### config.mk
export PLATFORM = sky130hd
export DESIGN_NAME = prn_irq_ctrl
export DESIGN_NICKNAME = d
export VERILOG_FILES = /design/src/rtl/prn_irq_pkg.sv /design/src/rtl/prn_sync_edge.sv /design/src/rtl/prn_irq_regs.sv /design/src/rtl/prn_irq_ctrl.sv
export SDC_FILE = /design/constraint.sdc
export NUM_CORES = 1
export LEC_CHECK = 0
export BUFFER_PORTS_ARGS = -buffer_cell sky130_fd_sc_hd__buf_4
export CAP_MARGIN = 20
export CORE_MARGIN = 8
export CORE_UTILIZATION = 25
export DETAILED_ROUTE_END_ITERATION = 8
export GPL_ROUTABILITY_DRIVEN = 0
export SYNTH_ARGS = -nofsm -noshare
export SYNTH_HDL_FRONTEND = slang
export SYNTH_SLANG_ARGS = --single-unit
### constraint.sdc
create_clock -name clk -period 3 [get_ports clk]
set_clock_uncertainty 0.2 [all_clocks]
set_input_delay 0.15 -clock clk [delete_from_list [all_inputs] [get_ports clk]]
set_output_delay 0.15 -clock clk [all_outputs]
set_load 0.05 [all_outputs]
### src/rtl/prn_irq_pkg.sv
package prn_irq_pkg;

  localparam int REG_W   = 8;
  localparam int LVL_W   = 3;
  // bit positions that software decodes
  localparam int B_EN    = 3;
  localparam int B_POL   = 4;
  localparam int B_ACKP  = 5;
  localparam int B_FLTP  = 6;
  localparam int B_SUM   = 7;
  localparam int CTRL_W  = B_POL + 1;

  // edge selected by polarity: pol=0 rising, pol=1 falling
  function automatic logic ack_edge(input logic cur, input logic prev, input logic pol);
    return pol ? (prev & ~cur) : (cur & ~prev);
  endfunction

  function automatic logic fall_edge(input logic cur, input logic prev);
    return prev & ~cur;
  endfunction

  // next pending flag: event wins over clear, keep=0 forces clear
  function automatic logic pend_next(input logic evt, input logic cur,
                                     input logic clr, input logic keep);
    return keep & (evt | (cur & ~clr));
  endfunction

endpackage

### src/rtl/prn_sync_edge.sv
module prn_sync_edge #(
  parameter int W      = 2,
  parameter int STAGES = 2
) (
  input  logic         clk,
  input  logic         rst_n,
  input  logic [W-1:0] din,
  output logic [W-1:0] sync_q,
  output logic [W-1:0] prev_q
);

  logic [STAGES-1:0][W-1:0] chain;

  always_ff @(posedge clk or negedge rst_n) begin
    if (!rst_n) chain[0] <= '0;
    else        chain[0] <= din;
  end

  genvar s;
  generate
    for (s = 1; s < STAGES; s++) begin : g_stage
      always_ff @(posedge clk or negedge rst_n) begin
        if (!rst_n) chain[s] <= '0;
        else        chain[s] <= chain[s-1];
      end
    end
  endgenerate

  always_ff @(posedge clk or negedge rst_n) begin
    if (!rst_n) prev_q <= '0;
    else        prev_q <= chain[STAGES-1];
  end

  assign sync_q = chain[STAGES-1];

endmodule

### src/rtl/prn_irq_regs.sv
module prn_irq_regs
  import prn_irq_pkg::*;
(
  input  logic              clk,
  input  logic              rst_n,
  input  logic              reg_wr,
  input  logic [REG_W-1:0]  reg_wdata,
  input  logic              ack_evt,
  input  logic              fault_evt,
  output logic [CTRL_W-1:0] ctrl_q,
  output logic              ack_pend_q,
  output logic              fault_pend_q
);

  logic [CTRL_W-1:0] ctrl_d;
  logic              ack_clr;
  logic              fault_clr;

  assign ctrl_d    = reg_wr ? reg_wdata[CTRL_W-1:0] : ctrl_q;
  assign ack_clr   = reg_wr & reg_wdata[B_ACKP];
  assign fault_clr = reg_wr & reg_wdata[B_FLTP];

  always_ff @(posedge clk or negedge rst_n) begin
    if (!rst_n) begin
      ctrl_q       <= '0;
      ack_pend_q   <= 1'b0;
      fault_pend_q <= 1'b0;
    end else begin
      ctrl_q       <= ctrl_d;
      ack_pend_q   <= pend_next(ack_evt, ack_pend_q, ack_clr, ctrl_d[B_EN]);
      fault_pend_q <= pend_next(fault_evt, fault_pend_q, fault_clr, 1'b1);
    end
  end

endmodule

### src/rtl/prn_irq_ctrl.sv
module prn_irq_ctrl
  import prn_irq_pkg::*;
#(
  parameter int SYNC_STAGES = 2
) (
  input  logic             clk,
  input  logic             rst_n,
  input  logic             reg_wr,
  input  logic [7:0]       reg_wdata,
  output logic [7:0]       reg_rdata,
  input  logic             ack_in,
  input  logic             fault_in,
  output logic             irq_req,
  output logic [2:0]       irq_level
);

  logic [1:0]        sync_q;
  logic [1:0]        prev_q;
  logic [CTRL_W-1:0] ctrl_q;
  logic              ack_pend_q;
  logic              fault_pend_q;
  logic              unit_en;
  logic              ack_evt;
  logic              fault_evt;
  logic              any_pend;

  prn_sync_edge #(.W(2), .STAGES(SYNC_STAGES)) u_sync (
    .clk    (clk),
    .rst_n  (rst_n),
    .din    ({fault_in, ack_in}),
    .sync_q (sync_q),
    .prev_q (prev_q)
  );

  assign unit_en   = ctrl_q[B_EN];
  assign ack_evt   = unit_en & ack_edge(sync_q[0], prev_q[0], ctrl_q[B_POL]);
  assign fault_evt = unit_en & fall_edge(sync_q[1], prev_q[1]);

  prn_irq_regs u_regs (
    .clk          (clk),
    .rst_n        (rst_n),
    .reg_wr       (reg_wr),
    .reg_wdata    (reg_wdata),
    .ack_evt      (ack_evt),
    .fault_evt    (fault_evt),
    .ctrl_q       (ctrl_q),
    .ack_pend_q   (ack_pend_q),
    .fault_pend_q (fault_pend_q)
  );

  assign any_pend  = ack_pend_q | fault_pend_q;
  assign reg_rdata = {any_pend, fault_pend_q, ack_pend_q, ctrl_q};
  assign irq_req   = any_pend & unit_en;
  assign irq_level = ctrl_q[LVL_W-1:0];

endmodule

# ---- Word level (Yosys, flattened, before mapping)
# Index checks and enable logic that the tools add are counted.
dict set report totals {
  register_bits 13
  latchBits 0
  mem_bits_rw 0
  mem_bits_ro 0
  out_inout_bits 12
  memories 0
}
dict set report op_classes {
  add_sub_neg 0
  mul 0
  div 0
  n_lt_le_gt_ge 0
  eq_ne 0
  shifts 0
  muxes 2
  n_bitwise 19
  n_reduce_logical 0
}
# cell n
set op_table {}
lappend op_table {{AND 1 bit} 11}
lappend op_table {{NOT 1 bit} 5}
lappend op_table {{2-to-1 mux 4 bit} 1}
lappend op_table {{OR 1 bit} 3}
lappend op_table {{2-to-1 mux 1 bit} 1}

# ---- Longest topological paths before layout
dict set report depth {
  ltp_word 6
  ltp_mapped 4
  mapped_depth_nobuf 3
}

# ---- By module
# From an unflattened synthesis, not the netlist that was laid out.
dict set report hier_totals {
  cells_unflattened 40
  hier_area_um2 551.8
}
# mod instances cells_per_inst area_each_um2 seq_area_each_um2
set modules_own_cells {}
lappend modules_own_cells {prn_irq_regs 1 19 292.8 175.2}
lappend modules_own_cells {prn_sync_edge 1 8 165.2 150.1}
lappend modules_own_cells {prn_irq_ctrl 1 13 93.8 0.0}

# ---- Least setup slack after synthesis
# OpenSTA, ideal clock, no wires.
dict set report synth_timing {
  path_type {reg-to-output}
  from {register u_regs.ctrl_q[3]}
  to {output irq_req}
  arrival_time_ps 1166
  required_ps 2650
  slack_ps 1484
  stages_incl_launch_ff 2
  n_path_buf 0
  path_cell_list {dfrtp_1 > and2_1}
}
dict set report synth_between {
  elab_chain_len 1
}
# element line
set synth_lines {}
lappend synth_lines {{start: declaration} prn_irq_regs.sv:10} ;# output logic [CTRL_W-1:0] ctrl_q,
lappend synth_lines {{start signal: assignment} prn_irq_regs.sv:29} ;# ctrl_q <= ctrl_d;
lappend synth_lines {{AND 1 bit} prn_irq_ctrl.sv:53} ;# assign irq_req = any_pend & unit_en;
lappend synth_lines {{end: declaration} prn_irq_ctrl.sv:13} ;# output logic irq_req,
# No other way between the ends.

# ---- Worst setup path after layout
dict set report layout_timing {
  from {register u_regs.ack_pend_q}
  to {output irq_req}
}
dict set report layout_between {
  elab_chain_len 2
}
# element line
set layout_lines {}
lappend layout_lines {{start: declaration} prn_irq_regs.sv:11} ;# output logic ack_pend_q,
lappend layout_lines {{start signal: assignment} prn_irq_regs.sv:30} ;# ack_pend_q <= pend_next(ack_evt, ack_pend_q, ack_clr, ctrl_d[B_EN]);
lappend layout_lines {{OR 1 bit} prn_irq_ctrl.sv:51} ;# assign any_pend = ack_pend_q | fault_pend_q;
lappend layout_lines {{AND 1 bit} prn_irq_ctrl.sv:53}
# No other way between the ends.

==> results_dict.tcl <==
set metrics [dict create \
    ys_ff_latch 13 \
    synthDominantCellAreaShare_pct 63.1 \
    leakage_nw 0.376 \
    power_per_cell_area_nw_per_um2 562 \
    ir_drop_v 0.000302 \
    synth_seq_area_share_pct 63.1 \
    first_iter_violations 1 \
    synth_warnings 0 \
    place.detailed.instances 81 \
    hold_viol_final 0 \
    clock-sinks 13 \
    worst_path_largest_cell_delay_ns 0.41 \
    cts-buffers-inserted 3 \
    synth.most_common_cell "sky130_fd_sc_hd__dfrtp_1" \
    grt_overflow 0 \
    worstHoldEndpoint "u_regs.ctrl_q[0]" \
    synth_top_cell_by_area "sky130_fd_sc_hd__dfrtp_1" \
    period_share_pct 53.1 \
    min_path_cells 2 \
    groute.usage.overall_pct 6.52 \
    setup_repair_after_global_routing_missed_its_margin "no" \
    insertedDiodeCount 0 \
    crit-reg2reg-capture "u_regs.ack_pend_q" \
    tritoncts "built" \
    synth_flop_cell "sky130_fd_sc_hd__dfrtp_1" \
    cts.root.buffer_cell "sky130_fd_sc_hd__clkbuf_4" \
    clk_transition_reported_paths_ns 0.08 \
    first_global_vias 415 \
    final_wirelength_mm 1.09 \
    setup_viol 0 \
    synth_fp_nets 51 \
    flow.area_growth_from_synthesis_pct 53.6 \
    post_dr_wirelength_cell_um 11.5 \
    floorplan.die.width_um 61.4 \
    series_of_cell_instances_along_the_critical_path "or2_1, and2_1, buf_4" \
    ys_async_sr_fraction_pct 100 \
    post_synth_main_area_contributors "sky130_fd_sc_hd__dfrtp_1, sky130_fd_sc_hd__mux2_2, sky130_fd_sc_hd__buf_4" \
    met3_wl_um 120 \
    r2r_startpoint "u_regs.ctrl_q[4]" \
    die_height_um 61.4 \
    synth_top_cells_by_count "sky130_fd_sc_hd__dfrtp_1, sky130_fd_sc_hd__buf_4, sky130_fd_sc_hd__mux2_2" \
    grt_start_max_net_pins 14 \
    detail-route-antenna-nets 0 \
    cts.path.max_buffers 2 \
    critical_path.slowest_cell "sky130_fd_sc_hd__dfrtp_1" \
    report.final.slew_viol_count 0 \
    regToRegSetupSlack_ns 1.84 \
    met2RoutedLength_um 488 \
    timing.critical_path.depth 3 \
    timing.critical_path.from_type "flop" \
    antenna_found_initial 0 \
    port_buffers 23 \
    fp.coreArea_sq_um 1960 \
    seq_area_sq_um 325 \
    path_buf_inv 1 \
    drt_pass1_iterations 2 \
    crit_path_end_kind "output pin" \
    multiInputGateArea_sq_um 130 \
    ioPinCount 25 \
    max_freq_mhz 628 \
    drt_drc_violations_left 0 \
    grt_first_pass_wirelength_mm 1.81 \
    die-area_sq_um 3770 \
    slew-limit-headroom_pct 87.4 \
    netlist_instances 38 \
    mappedNetlistArea_sq_um 515 \
    timing.setup.tns_ns 0 \
    top_layer "met3" \
    h-tree-depth 1 \
    hpwlAfterDp_um 777 \
    run_status "finished clean" \
    hold_start "reg_wr" \
    layout_min_cycle_time_ns 1.59 \
    hold_path.class "in -> reg" \
    ys_types 14 \
    filler_cell_count 207 \
    finish.net_count 82 \
    synth.avg_cell_area_sq_um 13.6 \
    cpLargestDelayFamily "flip-flops" \
    critPathRequiredTime_ns 2.65 \
    layout.core_utilization_pct 40.4 \
    routed_via_density 3.99 \
    clk-insertion-delay-late_ns 0.27 \
    critical_path_peak_fanout 4 \
    std_cell_rows 16 \
    layoutNonFillerInstCount 95 \
    worst_pin_slew_ns 0.189 \
    vias 379 \
    final.hold.worst_slack_ns 0.0214 \
    critical_path_class "reg -> out" \
    worst_ep_arrival_time_ns 1.24 \
    drv_cap 0 \
    wl_met1_um 480 \
    design_power_total_w 0.000445 \
    share_of_post_route_cells_with_drive_strength_above_1_pct 48.5 \
    start_util_pct 26.3 \
    synth-edff-count 0 \
    r2r.worst_path.cells 3 \
]
-- how the worst max path moves through the flow --
stage,start,to,slack (ns)
after floorplan,u_regs.ctrl_q[3],irq_req,1.48
after global placement,u_regs.ack_pend_q,irq_req,1.72
after detailed placement,u_regs.ack_pend_q,irq_req,1.70
after CTS,u_regs.ack_pend_q,irq_req,1.39
after global routing,u_regs.ack_pend_q,irq_req,1.33
final,u_regs.ack_pend_q,irq_req,1.41
-- cells by family after synthesis --
kind of cell	share of synthesized area, %
simple gates	11.7
flops	63.1
compound gates	2.67
buf+inv	11.6
mux	10.9
-- report_power, final --
part / internal [W] / switching (W)
clock: 0.0000514 / 0.0000513
sequential: 0.000189 / 0.0000103
combinational: 0.0000526 / 0.0000899
-- placed cells by master, fill, tap and decap left out, types with 2 or more instances in the layout --
master                          synthesis  final
sky130_fd_sc_hd__buf_4                  6     23
sky130_fd_sc_hd__mux2_2                 5      5
sky130_fd_sc_hd__clkbuf_4               0      3
sky130_fd_sc_hd__dfrtp_1               13     13
sky130_fd_sc_hd__nand3_1                2      2
sky130_fd_sc_hd__dlygate4sd3_1          0     10
sky130_fd_sc_hd__nand2_1                3      3
-- timing repair --
action                                 in CTS  in global routing
hold buffers                               10                  0
gates resized for setup                     0                  0
buffers inserted                            0                  0
endpoints found under the hold margin      22                  0
-- stage by stage --
| stage | instance area, sq um | setup WS (ns) |
|---|---|---|
| global placement | 666 | 1.72 |
| detailed placement | 666 | 1.70 |
| global route | 792 | 1.33 |
| CTS | 792 | 1.39 |
| finish | 792 | 1.41 |
| floorplan | 515 | 1.48 |
-- per-layer routing --
metal / up-vias / global-route usage [%]
li1: 185 / -
met1: 177 / 7.16
met2: 17 / 10.6
met3: 0 / 3.55
met4: 0 / 1.95
met5: - / 0
-- registers in the layout, indices dropped and copies added (netlist names) --
name and count:
u_regs.ack_pend_q 1, u_regs.ctrl_q 5, u_regs.fault_pend_q 1, u_sync.chain 2, u_sync.prev_q 2, u_sync.sync_q 2
-- cell type report --
type                            instances  share of cell area [%]
Multi-Input combinational cell         17                    16.4
Timing Repair Buffer                   33                    34.4
Tap cell                               27                    4.27
Sequential cell                        13                    41.1
Clock buffer                            4                    3.32
Inverter                                1                   0.474
No activity file was read; power rests on OpenSTA's default activity.
